`config.mk`:
```
export PLATFORM = sky130hd
export DESIGN_NAME = reorder_hazard_unit
export DESIGN_NICKNAME = d
export VERILOG_FILES = /design/src/rtl/reorder_hazard_unit.sv
export SDC_FILE = /design/constraint.sdc
export NUM_CORES = 1
export LEC_CHECK = 0
export BUFFER_PORTS_ARGS = -buffer_cell sky130_fd_sc_hd__buf_2
export CAP_MARGIN = 15
export CORE_ASPECT_RATIO = 1.4
export CORE_MARGIN = 5
export CORE_UTILIZATION = 56
export CTS_CLUSTER_DIAMETER = 50
export CTS_CLUSTER_SIZE = 25
export DETAILED_ROUTE_END_ITERATION = 16
export MAX_ROUTING_LAYER = met4
export PLACE_DENSITY = 0.83
export SYNTH_ARGS = -nofsm -noshare
export SYNTH_HDL_FRONTEND = slang
export SYNTH_SLANG_ARGS = --single-unit
```
`constraint.sdc`:
```
create_clock -name clk -period 2 [get_ports clk]
set_input_delay 0.3 -clock clk [delete_from_list [all_inputs] [get_ports clk]]
set_output_delay 0.3 -clock clk [all_outputs]
set_load 0.005 [all_outputs]
```
`src/rtl/reorder_hazard_unit.sv`:
```
`timescale 1ns/1ps
module reorder_hazard_unit #(
  parameter int REG_W = 5
) (
  input  logic             clk,
  input  logic             rst_n,
  input  logic             id_valid,
  input  logic [2:0]       id_cls,
  input  logic [REG_W-1:0] id_rd,
  input  logic [REG_W-1:0] id_rs1,
  input  logic [REG_W-1:0] id_rs2,
  output logic             stall,
  output logic [1:0]       fwd_mem_a,
  output logic [1:0]       fwd_mem_b,
  output logic             fwd_ex_a,
  output logic             fwd_ex_b
);

  localparam logic [2:0] K_NOP    = 3'd0;
  localparam logic [2:0] K_ALU    = 3'd1;
  localparam logic [2:0] K_LOAD   = 3'd2;
  localparam logic [2:0] K_STORE  = 3'd3;
  localparam logic [2:0] K_BRANCH = 3'd4;

  localparam logic [1:0] SRC_PIPE = 2'd0;
  localparam logic [1:0] SRC_EXL  = 2'd1;
  localparam logic [1:0] SRC_WBL  = 2'd2;

  typedef struct packed {
    logic             v;
    logic [2:0]       c;
    logic [REG_W-1:0] rd;
    logic [REG_W-1:0] rs1;
    logic [REG_W-1:0] rs2;
  } slot_t;

  slot_t id_s, mem_q, ex_q, wb_q;

  assign id_s = {id_valid, id_cls, id_rd, id_rs1, id_rs2};

  function automatic logic produces(slot_t s);
    return s.v && (s.c == K_ALU || s.c == K_LOAD) && (s.rd != '0);
  endfunction

  function automatic logic uses_a(slot_t s);
    return s.v && (s.c == K_ALU || s.c == K_LOAD || s.c == K_STORE || s.c == K_BRANCH)
           && (s.rs1 != '0);
  endfunction

  function automatic logic uses_b(slot_t s);
    return s.v && (s.c == K_ALU || s.c == K_STORE || s.c == K_BRANCH) && (s.rs2 != '0);
  endfunction

  function automatic logic [1:0] mem_src(logic need, logic [REG_W-1:0] r, slot_t ex, slot_t wb);
    if (!need) return SRC_PIPE;
    if (produces(ex) && ex.rd == r) return (ex.c == K_LOAD) ? SRC_EXL : SRC_PIPE;
    if (produces(wb) && wb.rd == r) return SRC_WBL;
    return SRC_PIPE;
  endfunction

  logic mem_op_in_id, alu_in_mem;

  assign mem_op_in_id = id_s.v && (id_s.c == K_LOAD || id_s.c == K_STORE);
  assign alu_in_mem   = produces(mem_q) && mem_q.c == K_ALU;

  assign stall = mem_op_in_id && alu_in_mem &&
                 ((uses_a(id_s) && id_s.rs1 == mem_q.rd) ||
                  (id_s.c == K_STORE && uses_b(id_s) && id_s.rs2 == mem_q.rd));

  assign fwd_mem_a = mem_src(uses_a(mem_q), mem_q.rs1, ex_q, wb_q);
  assign fwd_mem_b = mem_src(uses_b(mem_q), mem_q.rs2, ex_q, wb_q);

  assign fwd_ex_a = uses_a(ex_q) && produces(wb_q) && wb_q.rd == ex_q.rs1;
  assign fwd_ex_b = uses_b(ex_q) && produces(wb_q) && wb_q.rd == ex_q.rs2;

  always_ff @(posedge clk) begin
    if (!rst_n) begin
      mem_q <= '0;
      ex_q  <= '0;
      wb_q  <= '0;
    end else begin
      mem_q <= stall ? '0 : id_s;
      ex_q  <= mem_q;
      wb_q  <= ex_q;
    end
  end

  p_stall_one_cycle_r8: assert property (@(posedge clk) disable iff (!rst_n)
    stall |=> !stall);

  p_bubble_after_stall_r8: assert property (@(posedge clk) disable iff (!rst_n)
    stall |=> (fwd_mem_a == SRC_PIPE && fwd_mem_b == SRC_PIPE));

  p_stall_only_memop_r2: assert property (@(posedge clk) disable iff (!rst_n)
    stall |-> (id_valid && (id_cls == K_LOAD || id_cls == K_STORE)));

  p_alu_never_stalls_r3: assert property (@(posedge clk) disable iff (!rst_n)
    (id_valid && (id_cls == K_ALU || id_cls == K_BRANCH)) |-> !stall);

  p_zero_reg_no_stall_r7: assert property (@(posedge clk) disable iff (!rst_n)
    (id_rs1 == '0 && id_rs2 == '0) |-> !stall);

  p_invalid_no_stall_r10: assert property (@(posedge clk) disable iff (!rst_n)
    !id_valid |-> !stall);

  p_load_then_ex_a_r6: assert property (@(posedge clk) disable iff (!rst_n)
    (fwd_mem_a == SRC_EXL) |=> fwd_ex_a);

  p_load_then_ex_b_r6: assert property (@(posedge clk) disable iff (!rst_n)
    (fwd_mem_b == SRC_EXL) |=> fwd_ex_b);

  p_nop_unused_r9: assert property (@(posedge clk) disable iff (!rst_n)
    (id_cls == K_NOP) |-> !stall);

endmodule

```
## Yosys cells after proc, flatten, opt, wreduce, memory -nomap -nowiden

Index checks and enable logic that the tools add are counted.

- Memories kept: 0
- Register bits after elaboration: 47
- Latch bits: 0
- ROM bits: 0
- Logic and storage cells: 120
- Memory bits (writable): 0
- Input bits: 21

- Add/sub/neg operators: 0
- Div/mod/pow operators: 0
- Multiply operators: 0
- Reduce and logical (&&, ||, !) cells: 61
- Muxes and demuxes: 23
- Bitwise gates (word level): 1
- Equality and inequality tests: 22
- Magnitude comparators: 0
- Shift-type cells: 0

Operator list:

| operator | number |
|---|---|
| 5-bit nonzero test | 9 |
| 5-bit == test | 8 |
| 1-bit logical AND | 33 |
| 2-bit two-way mux | 12 |
| 3-bit by 2-bit == test with 1-bit output, second input constant | 7 |
| 1-bit logical OR | 18 |
| 3-bit by 1-bit == test with 1-bit output, second input constant | 4 |
| 1-bit two-way mux | 11 |
| 3-bit == test, second input constant | 3 |
| 2-bit OR reduction | 1 |
| 1-bit inverter | 1 |

## Depth between registers and ports, before layout

Gate-level depths: netlist of run 1.

- Word-level depth: 12
- Depth in mapped cells: 5
- Mapped depth without buffers: 4

## Worst setup path after synthesis of run 1

OpenSTA, ideal clock, no wires.

- Path type: register -> output
- Start point: register mem_q[11] (netlist bit)
- End point: output stall
- Arrival time: 1.563 ns
- Path buffers: 1
- Setup slack: 0.137 ns
- Stages on the path, launching flop included: 6
- Cells stage by stage: dfxtp_1 > or4_4 > o211ai_4 > a21oi_4 > buf_6 > a21o_2

- Word-level cells in the longest chain between the ends: 5
- Elaborated cells between the ends (all ways): 10
- Classes of those cells: eq/ne (2); reduce/logical (8)

Ends and longest elaborated chain:

| item | RTL line | text |
|---|---|---|
| start: declaration | 37 | `slot_t id_s, mem_q, ex_q, wb_q;` |
| start signal: assignment | 82 | `mem_q <= stall ? '0 : id_s;` |
| 5-bit nonzero test | 42 | `return s.v && (s.c == K_ALU \|\| s.c == K_LOAD) && (s.rd != '0);` |
| 1-bit logical AND | 42 |  |
| 1-bit logical AND | 64 | `assign alu_in_mem = produces(mem_q) && mem_q.c == K_ALU;` |
| 1-bit logical AND | 66 | `assign stall = mem_op_in_id && alu_in_mem &&` |
| 1-bit logical AND * | 66 |  |
| end: declaration | 12 | `output logic stall,` |

Mark *: on every way between the ends. The rest lies on a longest branch, timed or not.

## Worst setup path in the final report of run 1

- Start point: register ex_q[11] (netlist bit)
- End point: output fwd_mem_a[1]

- Word-level cells in the longest chain between the ends: 8
- Elaborated cells between the ends (all ways): 11
- Classes of those cells: eq/ne (1); mux (7); reduce/logical (3)

Ends and longest elaborated chain:

| item | RTL line | text |
|---|---|---|
| start: declaration | 37 |  |
| start signal: assignment | 83 | `ex_q <= mem_q;` |
| 5-bit nonzero test | 42 |  |
| 1-bit logical AND | 42 |  |
| 1-bit logical AND * | 56 | `if (produces(ex) && ex.rd == r) return (ex.c == K_LOAD) ? SRC_EXL : SRC_PIPE;` |
| 2-bit two-way mux | 56 |  |
| 2-bit two-way mux | 57 | `if (produces(wb) && wb.rd == r) return SRC_WBL;` |
| 2-bit two-way mux | 58 | `return SRC_PIPE;` |
| 2-bit two-way mux * | 57 |  |
| 2-bit two-way mux * | 56 |  |
| end: declaration | 13 | `output logic [1:0] fwd_mem_a,` |

Mark *: on every way between the ends. The rest lies on a longest branch, timed or not. The select of a mux whose other input is x is not followed.

==> flow_summary.ini, run 1 <==
[synthesis]
synth_common_cells = dfxtp_1, and2_1, xnor2_1
ys_types = 38
synth.area.mux_share = 0.008884
synth_area_leaders = dfxtp_1, xnor2_1, and2_1, xor2_1, a211oi_2
synth_cells = 228
synth_top_area_frac = 0.4175
seq_area_frac_synth = 0.4175
synth_top_area_cell = dfxtp_1
synth.avg_cell_area_sq_um = 9.883
syn_nets = 249
syn_area_sq_mm = 0.002253
ys.flop_type = dfxtp_1
yosysMostFrequentCell = dfxtp_1
synth-compound-area-share = 0.1283
synth-async-reset-ratio = 0
yosys_warnings = 0
synth_top_family_by_area = simple AND/OR/NAND/NOR gates
synth-simple-area-share = 0.2399
synth-xor-area-share = 0.1594
synth-edff-count = 0
ys_ff_latch = 47
synthAdderAreaFrac = 0

[die]
die_area_sq_mm = 0.005410
die_y_um = 85.06
io_pins = 28
initial_core_util = 0.5750
coreArea_sq_mm = 0.003919
rows = 27
die_x_um = 63.61

[setup_path]
path_delay_family = simple AND/OR/NAND/NOR gates
critPathCapture = fwd_mem_a[1]
r2r_start = mem_q[11]
critical_path.slowest_cell = or4_4
cp-startpoint = ex_q[11]
r2r_slack_ns = 0.28
required_ns = 1.70
cp_max_fo = 2
start_kind = register
cp.arrival_ns = 1.82
reg2reg_depth = 5
criticalPathCategory = register to primary output
crit_cells = 5
crit_chain = or4_4 -> o2111ai_4 -> nand4b_1 -> nor3b_2 -> buf_2
crit_buf_inv = 1
max_stage_delay_ns = 0.54
r2r_end = mem_q[11]
end_kind = primary output

[detailed_routing]
routed_wl_um = 4975
drc = 0
dr.pass1.iters = 4
drt_iter0_drc = 75
vias = 1760
ant_nets = 0
wire_per_inst_um = 16.15
vias_per_cell = 5.714

[cts]
cts-root-buf = clkbuf_8
cts-hold-fix-buffers = 0
h-tree-depth = 2
clk_path_buf_depth = 2
clock-sinks = 47
clk-insertion-delay-late_ns = 0.30
cts_buffers = 5
cts_tree = built
clk_pin_slew_worst_paths_ns = 0.08

[finish]
seq_area_sq_um = 958.4
diodes = 0
stdcell_count = 308
fin_nets = 285
drive_gt1_frac = 0.3321
multi_input_area_sq_mm = 0.001277
post-route-util = 0.6798
syn_to_final_growth_pct = 18.21
fill_cells = 310

[job]
drv_cap = 0

[global_route]
grt_pass1_wl_um = 8231
grt.overflow.total = 0
grt_max_degree = 48
antenna_found_initial = 0
grt_usage = 0.1964
grt_pass1_vias = 1820

[status]
status = finished with violations
violations = negative setup slack

[timing]
skew_ns = 0.007941
min_period_ns = 2.118
worstMarginPinSlew_ns = 0.6976
max_freq_mhz = 472.1
slew_viol_final = 0
setup_violations = 5
post-route-period-util = 1.059
hold_viol_final = 0
fin_ws_ns = -0.1183
rsz0062_at_grt = yes
relSlewSlack = 0.5349

[placed_design]
place_congestion = 0.9835
dp_cells = 298
dpl.hpwl_um = 3595
port_buffers = 27

[pwr]
irDropWorstVdd_uv = 522.1
leakagePower_uw = 0.001092
power.density_mw_per_mm2 = 699.8

[min_path]
hold_path_class = primary input to register
worstHoldStart = id_rd[0]
==> report_power, final <==
group	internal, uW	switching (uW)	total, uW
registers	977	45.0	1020
clock network	314	300	614
logic	110	118	228
total	1400	462	1860
==> worst min path at each step <==
stage | cells after the start | end | slack (ns)
after floorplan | 2 | mem_q[18] | 0.42
after global placement | 1 | ex_q[16] | 0.47
after detailed placement | 1 | ex_q[16] | 0.48
after CTS | 3 | mem_q[10] | 0.23
after global routing | 3 | mem_q[10] | 0.23
final | 3 | mem_q[10] | 0.23
==> stage by stage <==
stage	worst slack [ns]	instance area [sq um]	hold WS, ns	power (uW)	setup TNS (ns)
6_report	-0.1183	2664	0.2331	1864	-0.3666
5_1_grt	-0.1988	2664	0.2285	1934	-0.7129
4_1_cts	-0.1412	2628	0.2306	1857	-0.4569
3_5_place_dp	0.1254	2459	0.4785	1251	0
3_3_place_gp	0.1616	2459	0.4727	1244	0
2_1_floorplan	0.1365	2253	0.4205	1177	0
==> cells by family after synthesis <==
logic type | after synthesis
muxes | 2
AOI/OAI and AO/OA | 30
and+or+nand+nor | 89
xor gates and xnor gates | 41
DFF | 47
buffers and inverters | 19
==> cell usage in the layout, fill, tap and decap left out, types with 4 or more instances in the layout <==
cell type | Yosys | final
dfxtp_1 | 47 | 35
and2_1 | 28 | 28
buf_2 | 2 | 27
xnor2_1 | 23 | 23
nand2_1 | 19 | 18
xor2_1 | 18 | 17
buf_4 | 3 | 15
dfxtp_2 | 0 | 11
a211oi_2 | 9 | 9
a211oi_1 | 9 | 9
nor2_1 | 7 | 7
clkbuf_8 | 0 | 7
inv_1 | 6 | 6
nor3_1 | 6 | 6
nand4_1 | 4 | 4
==> final cells by class <==
cell class | instances | area share
Multi-Input combinational cell | 162 | 0.4796
Sequential cell | 47 | 0.3598
Timing Repair Buffer | 42 | 0.09300
Clock buffer | 7 | 0.03617
Tap cell | 43 | 0.02020
Inverter | 6 | 0.008455
Clock inverter | 1 | 0.002818
==> flip-flops by register name, indices dropped and copies added, names as in the netlist <==
register  flops
ex_q         19
mem_q        19
wb_q          9
==> per-layer routing <==
metal	track usage	routed length [um]	up-vias
li1	-	-	861
met1	0.2010	1868	839
met2	0.3614	2761	49
met3	0.03841	237	11
met4	0.07372	107	0
met5	-	0	-
==> worst register-to-register path: cells and delay by family (launching register included) <==
kind                   cells  cell delay, ns
buffers and inverters      1            0.22
DFF                        1            0.33
AOI/OAI and AO/OA          3            0.55
and+or+nand+nor            1            0.54
==> what timing repair did <==
action                     CTS  global route
gates resized for setup     18             7
buffers inserted             2             0
pin swaps                   11             7
setup endpoints to repair    6             6
Note: power is estimated with default switching activity, not from simulation.
==> run 2, diff against run 1 <==
- CORE_UTILIZATION: 56 -> 51
- CTS_CLUSTER_SIZE: 25 -> 10
- PLACE_DENSITY: 0.83 -> 0.8
- clock period: 2 -> 1.85 ns (I/O delays scaled with it)
==> run 2 against run 1 <==
  * The flow still finishes with violations (negative setup slack)
  * Sequential share of layout area down 1.8 points
  * Routed wire length down 0.76%
  * Critical path depth unchanged
  * Largest cell class unchanged
==> flow_summary.ini, run 2 (synthesized netlist as in run 1, its figures left out) <==
[detailed_routing]
ant_nets = 0
vias = 1723
drt_iter0_drc = 53
routed_wl_um = 4937
drc = 0
wire_per_inst_um = 14.78
vias_per_cell = 5.159
dr.pass1.iters = 4

[setup_path]
crit_cells = 5
criticalPathCategory = register to primary output
r2r_end = mem_q[16]
r2r_start = mem_q[14]
end_kind = primary output
start_kind = register
required_ns = 1.57
critPathCapture = fwd_mem_a[1]
crit_chain = or4_4 -> o2111ai_2 -> nand4b_1 -> nor3b_2 -> buf_2
cp.arrival_ns = 1.84
crit_buf_inv = 1
critical_path.slowest_cell = or4_4
max_stage_delay_ns = 0.53
cp_max_fo = 2
cp-startpoint = ex_q[11]
path_delay_family = simple AND/OR/NAND/NOR gates
r2r_slack_ns = 0.08
reg2reg_depth = 5

[die]
coreArea_sq_mm = 0.004274
die_area_sq_mm = 0.005867
rows = 28
die_x_um = 66.18
die_y_um = 88.65
io_pins = 28
initial_core_util = 0.5272

[timing]
max_freq_mhz = 471.6
relSlewSlack = 0.5424
worstMarginPinSlew_ns = 0.6863
timing.hold.ws_ns = 0.2118
slew_viol_final = 0
rsz0062_at_grt = yes
min_period_ns = 2.120
fin_ws_ns = -0.2704
skew_ns = 0.005281
setup_violations = 7
hold_viol_final = 0
post-route-period-util = 1.146

[cts]
cts_tree = built
clk_path_buf_depth = 2
cts-hold-fix-buffers = 0
clock-sinks = 47
cts_buffers = 5
cts-root-buf = clkbuf_8
clk-insertion-delay-late_ns = 0.28
h-tree-depth = 2
clk_pin_slew_worst_paths_ns = 0.08

[global_route]
grt_max_degree = 48
grt_pass1_wl_um = 8224
grt.overflow.total = 0
grt_usage = 0.1916
grt_pass1_vias = 1736
antenna_found_initial = 0

[finish]
layout_commonest_cell = dfxtp_1
syn_to_final_growth_pct = 23.26
final_cell_mix = dfxtp_1, and2_1, buf_2
fin_nets = 294
diodes = 0
fill_cells = 353
largestRegisters = ex_q x19, mem_q x19, wb_q x9
drive_gt1_frac = 0.3358
stdcell_count = 334

[placed_design]
place_congestion = 0.8949
dpl.hpwl_um = 3561
dp_cells = 324
port_buffers = 27
dp_slack_ns = 0.01761

[pwr]
total_power_uw = 2198
leakagePower_uw = 0.001164
irDropWorstVdd_uv = 496.5
power.density_mw_per_mm2 = 791.3

[min_path]
hold_path_class = primary input to register

[status]
violations = negative setup slack
status = finished with violations

[job]
drv_cap = 0
run 2: cell count changes in the layout (fill, tap and decap cells not counted), moves of 2 or more:
cell / delta
buf_4: +8
dfxtp_1: +6
dfxtp_2: -5
buf_6: +2
bufinv_16: +2
clkbuf_8: -2
nor4_2: +2
run 2: cell type report:
type / instances / area (sq um) / share of cell area
clock inverter: 2 / 60.06 / 0.02162
sequential: 47 / 948.4 / 0.3414
tap: 60 / 75.07 / 0.02703
clock buffer: 6 / 72.57 / 0.02613
inverter: 6 / 22.52 / 0.008108
timing repair buffer: 51 / 325.3 / 0.1171
multi-input combinational: 162 / 1274 / 0.4586
run 2: through the flow:
step | util | TNS, ns | area, sq um
floorplan | - | 0 | 2253
global placement | 0.5960 | 0 | 2547
detailed placement | 0.5960 | 0 | 2547
CTS | 0.6440 | -1.179 | 2753
global route | 0.6499 | -1.714 | 2778
finish | 0.6499 | -1.144 | 2778
run 2: power by group:
group          internal [uW]  switching (uW)
clock                    539             304
combinational            129             129
sequential              1060            40.3
total                   1720             473
run 2: what timing repair did:
item	4_1_cts	5_1_grt
setup endpoints to repair	7	7
pin swaps	5	6
buffers inserted	2	0
resized for setup	14	7
run 2: metal layers:
| layer | routed length (um) | up-vias | GRT usage |
|---|---|---|---|
| met5 | 0 | - | - |
| met4 | 150 | 0 | 0.08133 |
| met3 | 183 | 13 | 0.03558 |
| met2 | 2667 | 43 | 0.3451 |
| met1 | 1935 | 801 | 0.2014 |
| li1 | - | 866 | - |
run 2: worst reg2reg max path: cells and delay by family (launching register included):
| family | cells | cell delay (ns) |
|---|---|---|
| and+or+nand+nor | 1 | 0.55 |
| AOI/OAI and AO/OA | 3 | 0.59 |
| buffers and inverters | 1 | 0.22 |
| DFF | 1 | 0.32 |
run 2: worst min-delay path by stage:
stage / startpoint / end / slack (ns) / depth (start not counted)
3_3_place_gp: mem_q[16] / ex_q[16] / 0.48 / 1
3_5_place_dp: mem_q[16] / ex_q[16] / 0.47 / 1
2_1_floorplan: id_valid / mem_q[18] / 0.40 / 2
5_1_grt: id_rd[2] / mem_q[12] / 0.20 / 3
4_1_cts: id_rd[3] / mem_q[13] / 0.20 / 3
6_report: id_rd[3] / mem_q[13] / 0.21 / 3
==> run 3, diff against run 2 <==
==> constraint.sdc (replaced) <==
create_clock -name clk -period 1.85 [get_ports clk]
set_input_delay 0.185 -clock clk [delete_from_list [all_inputs] [get_ports clk]]
set_output_delay 0.185 -clock clk [all_outputs]
set_load 0.005 [all_outputs]
==> run 3 against run 2 <==
  * Cell count shrank 1.2%
  * Non-clock buffer count shrank 4
  * Core utilization shrank 0.35 points
  * Worst hold slack lost 0.093 ns
  * Combinational power shrank 5%
  * Register-to-register slack is essentially flat
  * Critical path type unchanged
  * Sequential power is essentially flat
  * Flip-flop and latch count is the same
  * Cell area shrank 0.54%
  * The flow still finishes with violations (negative setup slack)
==> flow_summary.ini, run 3 (synthesized netlist as in run 1, its figures left out) <==
[setup_path]
critical_path.slowest_cell = or4_4
crit_chain = or4_4 -> o2111ai_2 -> nand4b_1 -> nor3b_2 -> buf_2
required_ns = 1.66
r2r_end = mem_q[8]
end_kind = primary output
criticalPathCategory = register to primary output
cp.arrival_ns = 1.82
cp_max_fo = 2
crit_cells = 5
cp-startpoint = ex_q[12]
reg2reg_depth = 6
r2r_start = mem_q[12]
start_kind = register
crit_buf_inv = 1
max_stage_delay_ns = 0.53
r2r_slack_ns = 0.09
path_delay_family = simple AND/OR/NAND/NOR gates

[cts]
cts-root-buf = clkbuf_8
cts_tree = built
h-tree-depth = 2
clk_path_buf_depth = 2
clock-sinks = 47
clk_pin_slew_worst_paths_ns = 0.08
cts_buffers = 5
cts-hold-fix-buffers = 0
clk-insertion-delay-late_ns = 0.30

[timing]
relSlewSlack = 0.5696
slew_viol_final = 0
max_freq_mhz = 498.7
skew_ns = 0.006524
post-route-period-util = 1.084
hold_viol_final = 0
worstMarginPinSlew_ns = 0.6457
fin_ws_ns = -0.1553
setup_violations = 5
min_period_ns = 2.005
rsz0062_at_grt = yes

[die]
io_pins = 28
die_y_um = 88.65
die_x_um = 66.18
die_area_sq_mm = 0.005867
coreArea_sq_mm = 0.004274
rows = 28
initial_core_util = 0.5272

[min_path]
whs_endpoint = mem_q[12]
hold_path_class = primary input to register
min_path_cells = 3
worstHoldStart = id_rd[2]

[global_route]
grt_pass1_vias = 1736
antenna_found_initial = 0
busiest_layer = met2
met3_usage = 0.03431
grt.overflow.total = 0
grt_max_degree = 48
use_met1 = 0.1829
grt_usage = 0.1812
grtUsageMet2 = 0.3324
grt_pass1_wl_um = 7797

[placed_design]
dpl.hpwl_um = 3589
place_congestion = 0.9145
dp_slack_ns = 0.08790
port_buffers = 27

[status]
violations = negative setup slack
status = finished with violations

[finish]
post-route-util = 0.6464
final_cell_mix = dfxtp_1, and2_1, buf_2
fill_cells = 371
drive_gt1_frac = 0.3556
layout_commonest_cell = dfxtp_1
fin_nets = 290
syn_to_final_growth_pct = 22.60
diodes = 0
multi_input_area_sq_mm = 0.001301
seq_area_sq_um = 950.9
largestRegisters = ex_q x19, mem_q x19, wb_q x9

[job]
drv_cap = 0

[pwr]
power.density_mw_per_mm2 = 763.9
leakagePower_uw = 0.001140
irDropWorstVdd_uv = 541.7

[detailed_routing]
routed_wl_um = 4789
drt_iter0_drc = 98
wire_per_inst_um = 14.51
dr.pass1.iters = 4
vias_per_cell = 5.248
vias = 1732
drc = 0
ant_nets = 0
==> run 3: changes by cell type in the layout (fill, tap and decap cells not counted), moves of 2 or more <==
cell      change
a211oi_1      -7
a211oi_2      +7
buf_4         -4
dfxtp_1       -2
dfxtp_2       +2
nor4_2        -2
==> run 3: what timing repair did <==
action	4_1_cts	5_1_grt
buffers inserted	4	0
resized for setup	16	12
pin swaps	8	3
endpoints found under the setup margin	6	18
gates cloned	0	0
==> run 3: area by class of cell <==
class	count	area share
Clock buffer	6	0.02989
Clock inverter	2	0.01268
Timing Repair Buffer	47	0.1069
Sequential cell	47	0.3442
Inverter	6	0.008152
Tap cell	60	0.02717
Multi-Input combinational cell	162	0.4710
==> run 3: routing by layer <==
metal	up-vias	part of all wire
met5	-	0
met1	817	0.38
met2	45	0.55
met4	0	0.027
li1	859	-
met3	11	0.043
==> run 3: how the worst max path moves through the flow <==
stage	endpoint	slack, ns
2_1_floorplan	stall	0.10
3_3_place_gp	fwd_mem_a[1]	0.11
3_5_place_dp	fwd_mem_a[1]	0.09
4_1_cts	fwd_mem_a[1]	-0.16
5_1_grt	fwd_mem_a[1]	-0.25
6_report	fwd_mem_a[1]	-0.16
==> run 3: where the power goes <==
part           switching [uW]  total, uW  internal [uW]
registers                45.8       1100           1060
clock network             327        764            437
logic                     121        244            123
==> run 3: worst reg2reg max path: cells and delay by family (launching register included) <==
| family | cells | cell delay [ns] |
|---|---|---|
| flops | 1 | 0.33 |
| buf+inv | 2 | 0.30 |
| compound gates | 2 | 0.45 |
| simple gates | 2 | 0.60 |
==> run 3: through the flow <==
stage          power, uW  setup TNS (ns)  cells  instance area [sq um]  hold WS [ns]
2_1_floorplan       1273               0    228                   2253        0.3055
3_3_place_gp        1343               0    318                   2502        0.4208
3_5_place_dp        1350               0    318                   2502        0.4298
4_1_cts             2113         -0.5923    330                   2696        0.1050
5_1_grt             2193         -0.9665    330                   2763        0.1253
6_report            2110         -0.5645    330                   2763        0.1188
